**src/rtl/idw_pkg.sv**
```systemverilog
package idw_pkg;

    typedef enum logic [1:0] {
        PH_OPC  = 2'd0,
        PH_AHI  = 2'd1,
        PH_ALO  = 2'd2,
        PH_DATA = 2'd3
    } phase_e;

    localparam int BYTE_W   = 8;
    localparam int SEL_BIT  = 10;   // address bit that must be zero
    localparam logic [1:0] BP_ALL = 2'b11;

endpackage

```
**src/rtl/idw_sync.sv**
```systemverilog
module idw_sync #(
    parameter int               STAGES  = 2,
    parameter int               WIDTH   = 3,
    parameter logic [WIDTH-1:0] RST_VAL = '0
) (
    input  logic             clk,
    input  logic             rst_n,
    input  logic [WIDTH-1:0] raw,
    output logic [WIDTH-1:0] synced
);

    typedef logic [STAGES-1:0][WIDTH-1:0] chain_t;

    chain_t chain_d, chain_q;

    always_comb begin
        chain_d = chain_q;
        chain_d[0] = raw;
        for (int s = 1; s < STAGES; s++) begin
            chain_d[s] = chain_q[s-1];
        end
    end

    always_ff @(posedge clk or negedge rst_n) begin
        if (!rst_n) begin
            chain_q <= {STAGES{RST_VAL}};
        end else begin
            chain_q <= chain_d;
        end
    end

    assign synced = chain_q[STAGES-1];

endmodule

```
**src/rtl/idw_decode.sv**
```systemverilog
module idw_decode
    import idw_pkg::*;
#(
    parameter int          PAGE_BYTES = 128,
    parameter logic [7:0]  CMD_OPCODE = 8'h82
) (
    input  logic                             clk,
    input  logic                             rst_n,
    input  logic                             sck_s,
    input  logic                             cs_s,
    input  logic                             mosi_s,
    input  logic                             wel,
    input  logic                             wip,
    input  logic [1:0]                       bp,
    input  logic                             lock,
    output logic                             go,
    output logic                             rej,
    output logic [PAGE_BYTES-1:0]            vmask,
    output logic [PAGE_BYTES-1:0][BYTE_W-1:0] pbuf
);

    localparam int PTR_W = $clog2(PAGE_BYTES);

    typedef struct packed {
        logic                              sck_p;
        logic                              cs_p;
        logic [2:0]                        bits;
        logic [BYTE_W-1:0]                 shreg;
        phase_e                            phase;
        logic                              cmd_hit;
        logic                              taint;
        logic                              got_data;
        logic [BYTE_W-1:0]                 ahi;
        logic [PTR_W-1:0]                  ptr;
        logic [PAGE_BYTES-1:0]             vmask;
        logic [PAGE_BYTES-1:0][BYTE_W-1:0] pbuf;
        logic                              go;
        logic                              rej;
    } st_t;

    st_t d, q;

    logic              sck_rise;
    logic              cs_rise;
    logic              cs_fall;
    logic              busy;
    logic              aligned;
    logic              accept;
    logic [BYTE_W-1:0] nb;

    always_comb begin
        d        = q;
        d.go     = 1'b0;
        d.rej    = 1'b0;
        d.sck_p  = sck_s;
        d.cs_p   = cs_s;
        sck_rise = sck_s & ~q.sck_p;
        cs_rise  = cs_s & ~q.cs_p;
        cs_fall  = ~cs_s & q.cs_p;
        busy     = wip | q.go;
        aligned  = (q.bits == 3'd0) && q.got_data;
        accept   = aligned && wel && (bp != BP_ALL) && !lock && !busy
                   && !q.taint && !q.ahi[SEL_BIT-BYTE_W];
        nb       = {q.shreg[BYTE_W-2:0], mosi_s};

        // verdict at deselect, only for the page-write opcode
        if (cs_rise && q.cmd_hit) begin
            d.go  = accept;
            d.rej = !accept;
        end

        if (cs_s) begin
            d.bits     = 3'd0;
            d.phase    = PH_OPC;
            d.cmd_hit  = 1'b0;
            d.got_data = 1'b0;
            d.taint    = 1'b0;
        end else begin
            if (cs_fall) begin
                d.taint = busy;
                if (!busy) begin
                    d.vmask = '0;
                end
            end
            if (sck_rise) begin
                d.shreg = nb;
                d.bits  = q.bits + 3'd1;
                if (q.bits == 3'd7) begin
                    unique case (q.phase)
                        PH_OPC: begin
                            d.cmd_hit = (nb == CMD_OPCODE);
                            d.phase   = PH_AHI;
                        end
                        PH_AHI: begin
                            d.ahi   = nb;
                            d.phase = PH_ALO;
                        end
                        PH_ALO: begin
                            d.ptr   = nb[PTR_W-1:0];
                            d.phase = PH_DATA;
                        end
                        PH_DATA: begin
                            d.got_data = 1'b1;
                            if (q.cmd_hit && !q.taint) begin
                                d.pbuf[q.ptr]  = nb;
                                d.vmask[q.ptr] = 1'b1;
                                d.ptr          = q.ptr + PTR_W'(1);
                            end
                        end
                        default: d.phase = PH_OPC;
                    endcase
                end
            end
        end
    end

    always_ff @(posedge clk or negedge rst_n) begin
        if (!rst_n) begin
            q <= '0;
        end else begin
            q <= d;
        end
    end

    assign go    = q.go;
    assign rej   = q.rej;
    assign vmask = q.vmask;
    assign pbuf  = q.pbuf;

endmodule

```
**src/rtl/idw_commit.sv**
```systemverilog
module idw_commit
    import idw_pkg::*;
#(
    parameter int PAGE_BYTES   = 128,
    parameter int WRITE_CYCLES = 1000
) (
    input  logic                              clk,
    input  logic                              rst_n,
    input  logic                              go,
    input  logic                              rej,
    input  logic                              wel_set,
    input  logic [PAGE_BYTES-1:0]             vmask,
    input  logic [PAGE_BYTES-1:0][BYTE_W-1:0] pbuf,
    input  logic [$clog2(PAGE_BYTES)-1:0]     rd_addr,
    output logic                              wip,
    output logic                              wel,
    output logic [BYTE_W-1:0]                 rd_data,
    output logic [PAGE_BYTES*BYTE_W-1:0]      mem_flat
);

    localparam int TW = $clog2(WRITE_CYCLES + 1);
    localparam logic [TW-1:0] LAST = TW'(WRITE_CYCLES - 1);

    typedef struct packed {
        logic                              wip;
        logic                              wel;
        logic [TW-1:0]                     timer;
        logic [PAGE_BYTES-1:0][BYTE_W-1:0] mem;
    } st_t;

    st_t d, q;

    always_comb begin
        d = q;
        if (q.wip) begin
            if (q.timer == LAST) begin
                d.wip = 1'b0;
                d.wel = 1'b0;
                for (int i = 0; i < PAGE_BYTES; i++) begin
                    if (vmask[i]) begin
                        d.mem[i] = pbuf[i];
                    end
                end
            end else begin
                d.timer = q.timer + TW'(1);
            end
        end else if (go) begin
            d.wip   = 1'b1;
            d.timer = '0;
        end
        if (wel_set && !q.wip) begin
            d.wel = 1'b1;
        end
        if (rej) begin
            d.wel = 1'b0;
        end
    end

    always_ff @(posedge clk or negedge rst_n) begin
        if (!rst_n) begin
            q <= '0;
        end else begin
            q <= d;
        end
    end

    assign wip      = q.wip;
    assign wel      = q.wel;
    assign rd_data  = q.mem[rd_addr];
    assign mem_flat = q.mem;

endmodule

```
**src/rtl/idpage_wr_ctrl.sv**
```systemverilog
module idpage_wr_ctrl
    import idw_pkg::*;
#(
    parameter int         PAGE_BYTES   = 128,
    parameter int         WRITE_CYCLES = 1000,
    parameter logic [7:0] CMD_OPCODE   = 8'h82,
    parameter int         SYNC_STAGES  = 2
) (
    input  logic                          clk,
    input  logic                          rst_n,
    input  logic                          spi_sck,
    input  logic                          spi_cs_n,
    input  logic                          spi_mosi,
    input  logic                          wel_set,
    input  logic [1:0]                    bp_in,
    input  logic                          lock_in,
    output logic                          wel_o,
    output logic                          wip_o,
    input  logic [$clog2(PAGE_BYTES)-1:0] rd_addr,
    output logic [7:0]                    rd_data
);

    logic [2:0]                        sync_w;
    logic                              go_w;
    logic                              rej_w;
    logic                              wip_w;
    logic                              wel_w;
    logic [PAGE_BYTES-1:0]             vmask_w;
    logic [PAGE_BYTES-1:0][BYTE_W-1:0] pbuf_w;
    logic [PAGE_BYTES*BYTE_W-1:0]      mem_w;

    idw_sync #(
        .STAGES (SYNC_STAGES),
        .WIDTH  (3),
        .RST_VAL(3'b010)
    ) u_sync (
        .clk   (clk),
        .rst_n (rst_n),
        .raw   ({spi_sck, spi_cs_n, spi_mosi}),
        .synced(sync_w)
    );

    idw_decode #(
        .PAGE_BYTES(PAGE_BYTES),
        .CMD_OPCODE(CMD_OPCODE)
    ) u_decode (
        .clk   (clk),
        .rst_n (rst_n),
        .sck_s (sync_w[2]),
        .cs_s  (sync_w[1]),
        .mosi_s(sync_w[0]),
        .wel   (wel_w),
        .wip   (wip_w),
        .bp    (bp_in),
        .lock  (lock_in),
        .go    (go_w),
        .rej   (rej_w),
        .vmask (vmask_w),
        .pbuf  (pbuf_w)
    );

    idw_commit #(
        .PAGE_BYTES  (PAGE_BYTES),
        .WRITE_CYCLES(WRITE_CYCLES)
    ) u_commit (
        .clk     (clk),
        .rst_n   (rst_n),
        .go      (go_w),
        .rej     (rej_w),
        .wel_set (wel_set),
        .vmask   (vmask_w),
        .pbuf    (pbuf_w),
        .rd_addr (rd_addr),
        .wip     (wip_w),
        .wel     (wel_w),
        .rd_data (rd_data),
        .mem_flat(mem_w)
    );

    assign wel_o = wel_w;
    assign wip_o = wip_w;

endmodule

```
**config.mk**
```make
export PLATFORM = sky130hd
export DESIGN_NAME = idpage_wr_ctrl
export DESIGN_NICKNAME = d
export VERILOG_FILES = /design/src/rtl/idw_pkg.sv /design/src/rtl/idw_sync.sv /design/src/rtl/idw_decode.sv /design/src/rtl/idw_commit.sv /design/src/rtl/idpage_wr_ctrl.sv
export SDC_FILE = /design/constraint.sdc
export NUM_CORES = 2
export LEC_CHECK = 0
export BUFFER_PORTS_ARGS = -buffer_cell sky130_fd_sc_hd__buf_2
export CORE_MARGIN = 3
export CORE_UTILIZATION = 63
export CTS_CLUSTER_SIZE = 25
export DETAILED_ROUTE_END_ITERATION = 10
export PLACE_DENSITY = 0.79
export SLEW_MARGIN = 0
export SYNTH_ARGS = -nofsm -noshare
export SYNTH_HDL_FRONTEND = slang
export SYNTH_SLANG_ARGS = --single-unit
```
**constraint.sdc**
```tcl
create_clock -name clk -period 3 [get_ports clk]
set_input_delay 0.15 -clock clk [delete_from_list [all_inputs] [get_ports clk]]
set_output_delay 0.15 -clock clk [all_outputs]
set_load 0.05 [all_outputs]
```
==> results.toml <==
[worst_setup_path]
timing.critical_path.arrival_ps = 3430
worst_setup_path_start_kind = "register"
cp_max_fo = 2
critical_path.most_common_cell = "mux4_2"
crit_chain = "mux4_2 -> mux4_2 -> mux4_2 -> mux2_4 -> buf_6"
critical_path_buf_inv_count = 1
critical_path.max_stage_delay_ps = 560
required_ps = 2850
timing_worst_setup_path_type = "reg2out"
endpoint_kind = "output port"
critical_path.top_delay_family = "multiplexers"
slowest_stage = "mux4_2"

[drt]
route.vias.total = 52300
post_drt_wl_per_cell_um = 30.1
postRouteAntennaNets = 0
route.detailed.vias_per_inst = 6.56
wl_um = 240000
drtPass1Iterations = 6
post-route-drc-count = 0
drt_iter0_markers = 4835

[timing]
worstMarginPinSlew_ps = 1130
totalNegativeSetupSlack_ps = -4450
fin_worst_skew_ps = 40.8
maxClockFrequency_mhz = 280
total_count_of_hold_check_failures_in_the_final_report = 0
setup_ws_ps = -578
min_period_over_period = 1.19
period_minus_slack_ps = 3580
report.final.slew_viol_count = 0
maxSlewHeadroom = 0.248
unrepaired_setup_endpoints_after_global_routing = "true"
finalHoldWorstSlack_ps = 115
setup_violations_final = 8

[power]
power.ir.vdd_worst_mv = 0.524
power.density_nw_per_um2 = 588
leakage_power_figure_uw = 0.0517

[clocking]
cts.sinks = 2221
clock_insertion_delay_worst_skew_ps = 820
clock_tree.root_cell = "clkbuf_16"
cts_made_buffers = 209
htree_num_levels = 4
cts.clk_slew.worst_paths_ps = 60
ctsLongestPathBuffers = 3
tritoncts_clock_tree = "yes"

[logic_synthesis]
synthFlopType = "dfrtp_1"
synth_enable_flop_cells = 0
avgSynthCellArea_um2 = 16.0
yosysWarningCount = 0
count_of_distinct_cell_types_in_the_synthesized_netlist = 52
synthesis.nets = 5691
synth-seq-cells = 2221
ys_seq_area_frac = 0.613
syn-cell-area_um2 = 90600
postSynthCellCount = 5666
postSynth.asyncResetShare = 1.00

[final_layout]
finish.net_count = 5938
final_cell_count_no_fill = 7971
post-route-util = 0.718
n_fill_cell = 8733
post_route_cells_drive_above_1_share = 0.487
area.growth.synth_to_final_pct = 12.7

[grt]
grt_start_max_net_pins = 127
global_route_wire_length_before_repair_um = 361000
first_global_vias = 54600
grt_overflow = 0
grt_use_total = 0.332
grt_antenna_before_repair = 10

[worst_hold_path]
hold_class = "in2reg"

[flow_run]
drv_cap = 0

[floorplan]
floorplan.die.width_um = 385
floorplan.rows = 138
core_area_um2 = 142000
io-pin-count = 26
die_area_um2 = 148000
initial_utilization = 0.638
die_h_um = 385

[placed_design]
setup_slack_placement_ps = -123
placement.io_buffers = 25
finalWeightedCongestion = 0.946
dp.final_hpwl_um = 159000
dp_cells = 7580

[outcome]
violations = "negative setup slack"
status = "complete, but fails checks"
repair_timing:
item / 4_1_cts / 5_1_grt
pin swaps: 0 / 0
setup buffers: 1 / 0
hold buffers: 11 / 0
gates resized for setup: 25 / 2
hold endpoints to repair: 1845 / 0
setup endpoints to repair: 8 / 28
power breakdown:
group          leakage, µW  total, µW  internal (µW)  switching [µW]
registers           0.0310      30400          30000             412
logic               0.0173       3010            622            2380
clock network      0.00341      26600          15200           11400
total               0.0517      60000          45900           14200
metrics by stage:
step	cell area [µm²]	total power, µW
2_1_floorplan	90600	31700
3_5_place_dp	94900	33900
4_1_cts	102000	60300
6_report	102000	60000
5_1_grt	102000	61700
3_3_place_gp	94900	33900
Yosys cell counts (4+ instances only):
| cell | count | area, µm² |
|---|---|---|
| a21o_1 | 61 | 458 |
| a21oi_1 | 13 | 65.1 |
| a22o_1 | 5 | 43.8 |
| and3_1 | 7 | 43.8 |
| buf_1 | 21 | 78.8 |
| buf_2 | 22 | 110 |
| buf_4 | 4 | 30.0 |
| clkbuf_1 | 229 | 860 |
| dfrtp_1 | 2219 | 55500 |
| ha_1 | 9 | 113 |
| inv_1 | 12 | 45.0 |
| mux2_2 | 1955 | 22000 |
| mux4_2 | 336 | 7570 |
| nand2_1 | 338 | 1270 |
| nand2b_1 | 9 | 56.3 |
| nand3_1 | 8 | 40.0 |
| nand3b_1 | 7 | 52.6 |
| nand4_1 | 16 | 100 |
| nor2_1 | 79 | 297 |
| nor2_2 | 5 | 31.3 |
| nor2b_1 | 8 | 50.1 |
| nor3_1 | 8 | 40.0 |
| nor4_1 | 15 | 93.8 |
| nor4b_1 | 4 | 35.0 |
| o21ai_0 | 229 | 1150 |
| or3_1 | 4 | 25.0 |
| xnor2_1 | 4 | 35.0 |
cell usage in the layout, fill, tap and decap left out, types with 39 or more instances in the layout:
cell,n
nand2_1,338
clkbuf_8,39
clkinv_2,42
clkbuf_1,48
mux4_2,336
mux2_2,1947
clkbuf_16,212
nor2_1,78
o21ai_0,229
a21o_1,61
buf_12,61
dfrtp_1,2209
buf_4,221
per-layer routing:
layer / vias to the layer above / share of wire / track usage
li1: 21200 / - / -
met1: 28500 / 0.41 / 0.471
met2: 2132 / 0.46 / 0.509
met3: 525 / 0.085 / 0.0781
met4: 8 / 0.040 / 0.122
met5: - / 0.00019 / 0
cells by family after synthesis:
kind of cell | synth area share
adders and majority gates | 0.00124
buffers and inverters | 0.0128
muxes | 0.327
xor gates and xnor gates | 0.000387
and+or+nand+nor | 0.0252
AOI/OAI and AO/OA | 0.0202
DFF | 0.613
tightest hold or removal path, delay by kind of cell:
family                 cells  cell delay, ps
and+or+nand+nor            4             610
buffers and inverters      1              80
area by class of cell:
class	count	area (µm²)	area share
sequential	2221	55600	0.545
clock buffer	299	6020	0.0590
inverter	12	45.0	0.000441
multi-input combinational	3154	33900	0.333
timing repair buffer	315	3190	0.0312
tap	1890	2360	0.0232
clock inverter	77	895	0.00876
antenna	3	7.51	0.0000735
final timing paths:
check	start	to	slack, ps	cells past startpoint
setup reg to reg	u_decode.q[1154]	register	70	5
hold / removal	bp_in[0]	u_decode.rej	120	5
setup / recovery	u_commit.mem_flat[186]	rd_data[2]	-580	5
hold reg to reg	u_sync.chain_d[3]	u_sync.synced[0]	350	0
min in group asynchronous	rst_n	asynchronous set/reset pin	260	3
max in group asynchronous	rst_n	asynchronous set/reset pin	1840	4
No activity file was read; power rests on OpenSTA's default activity.
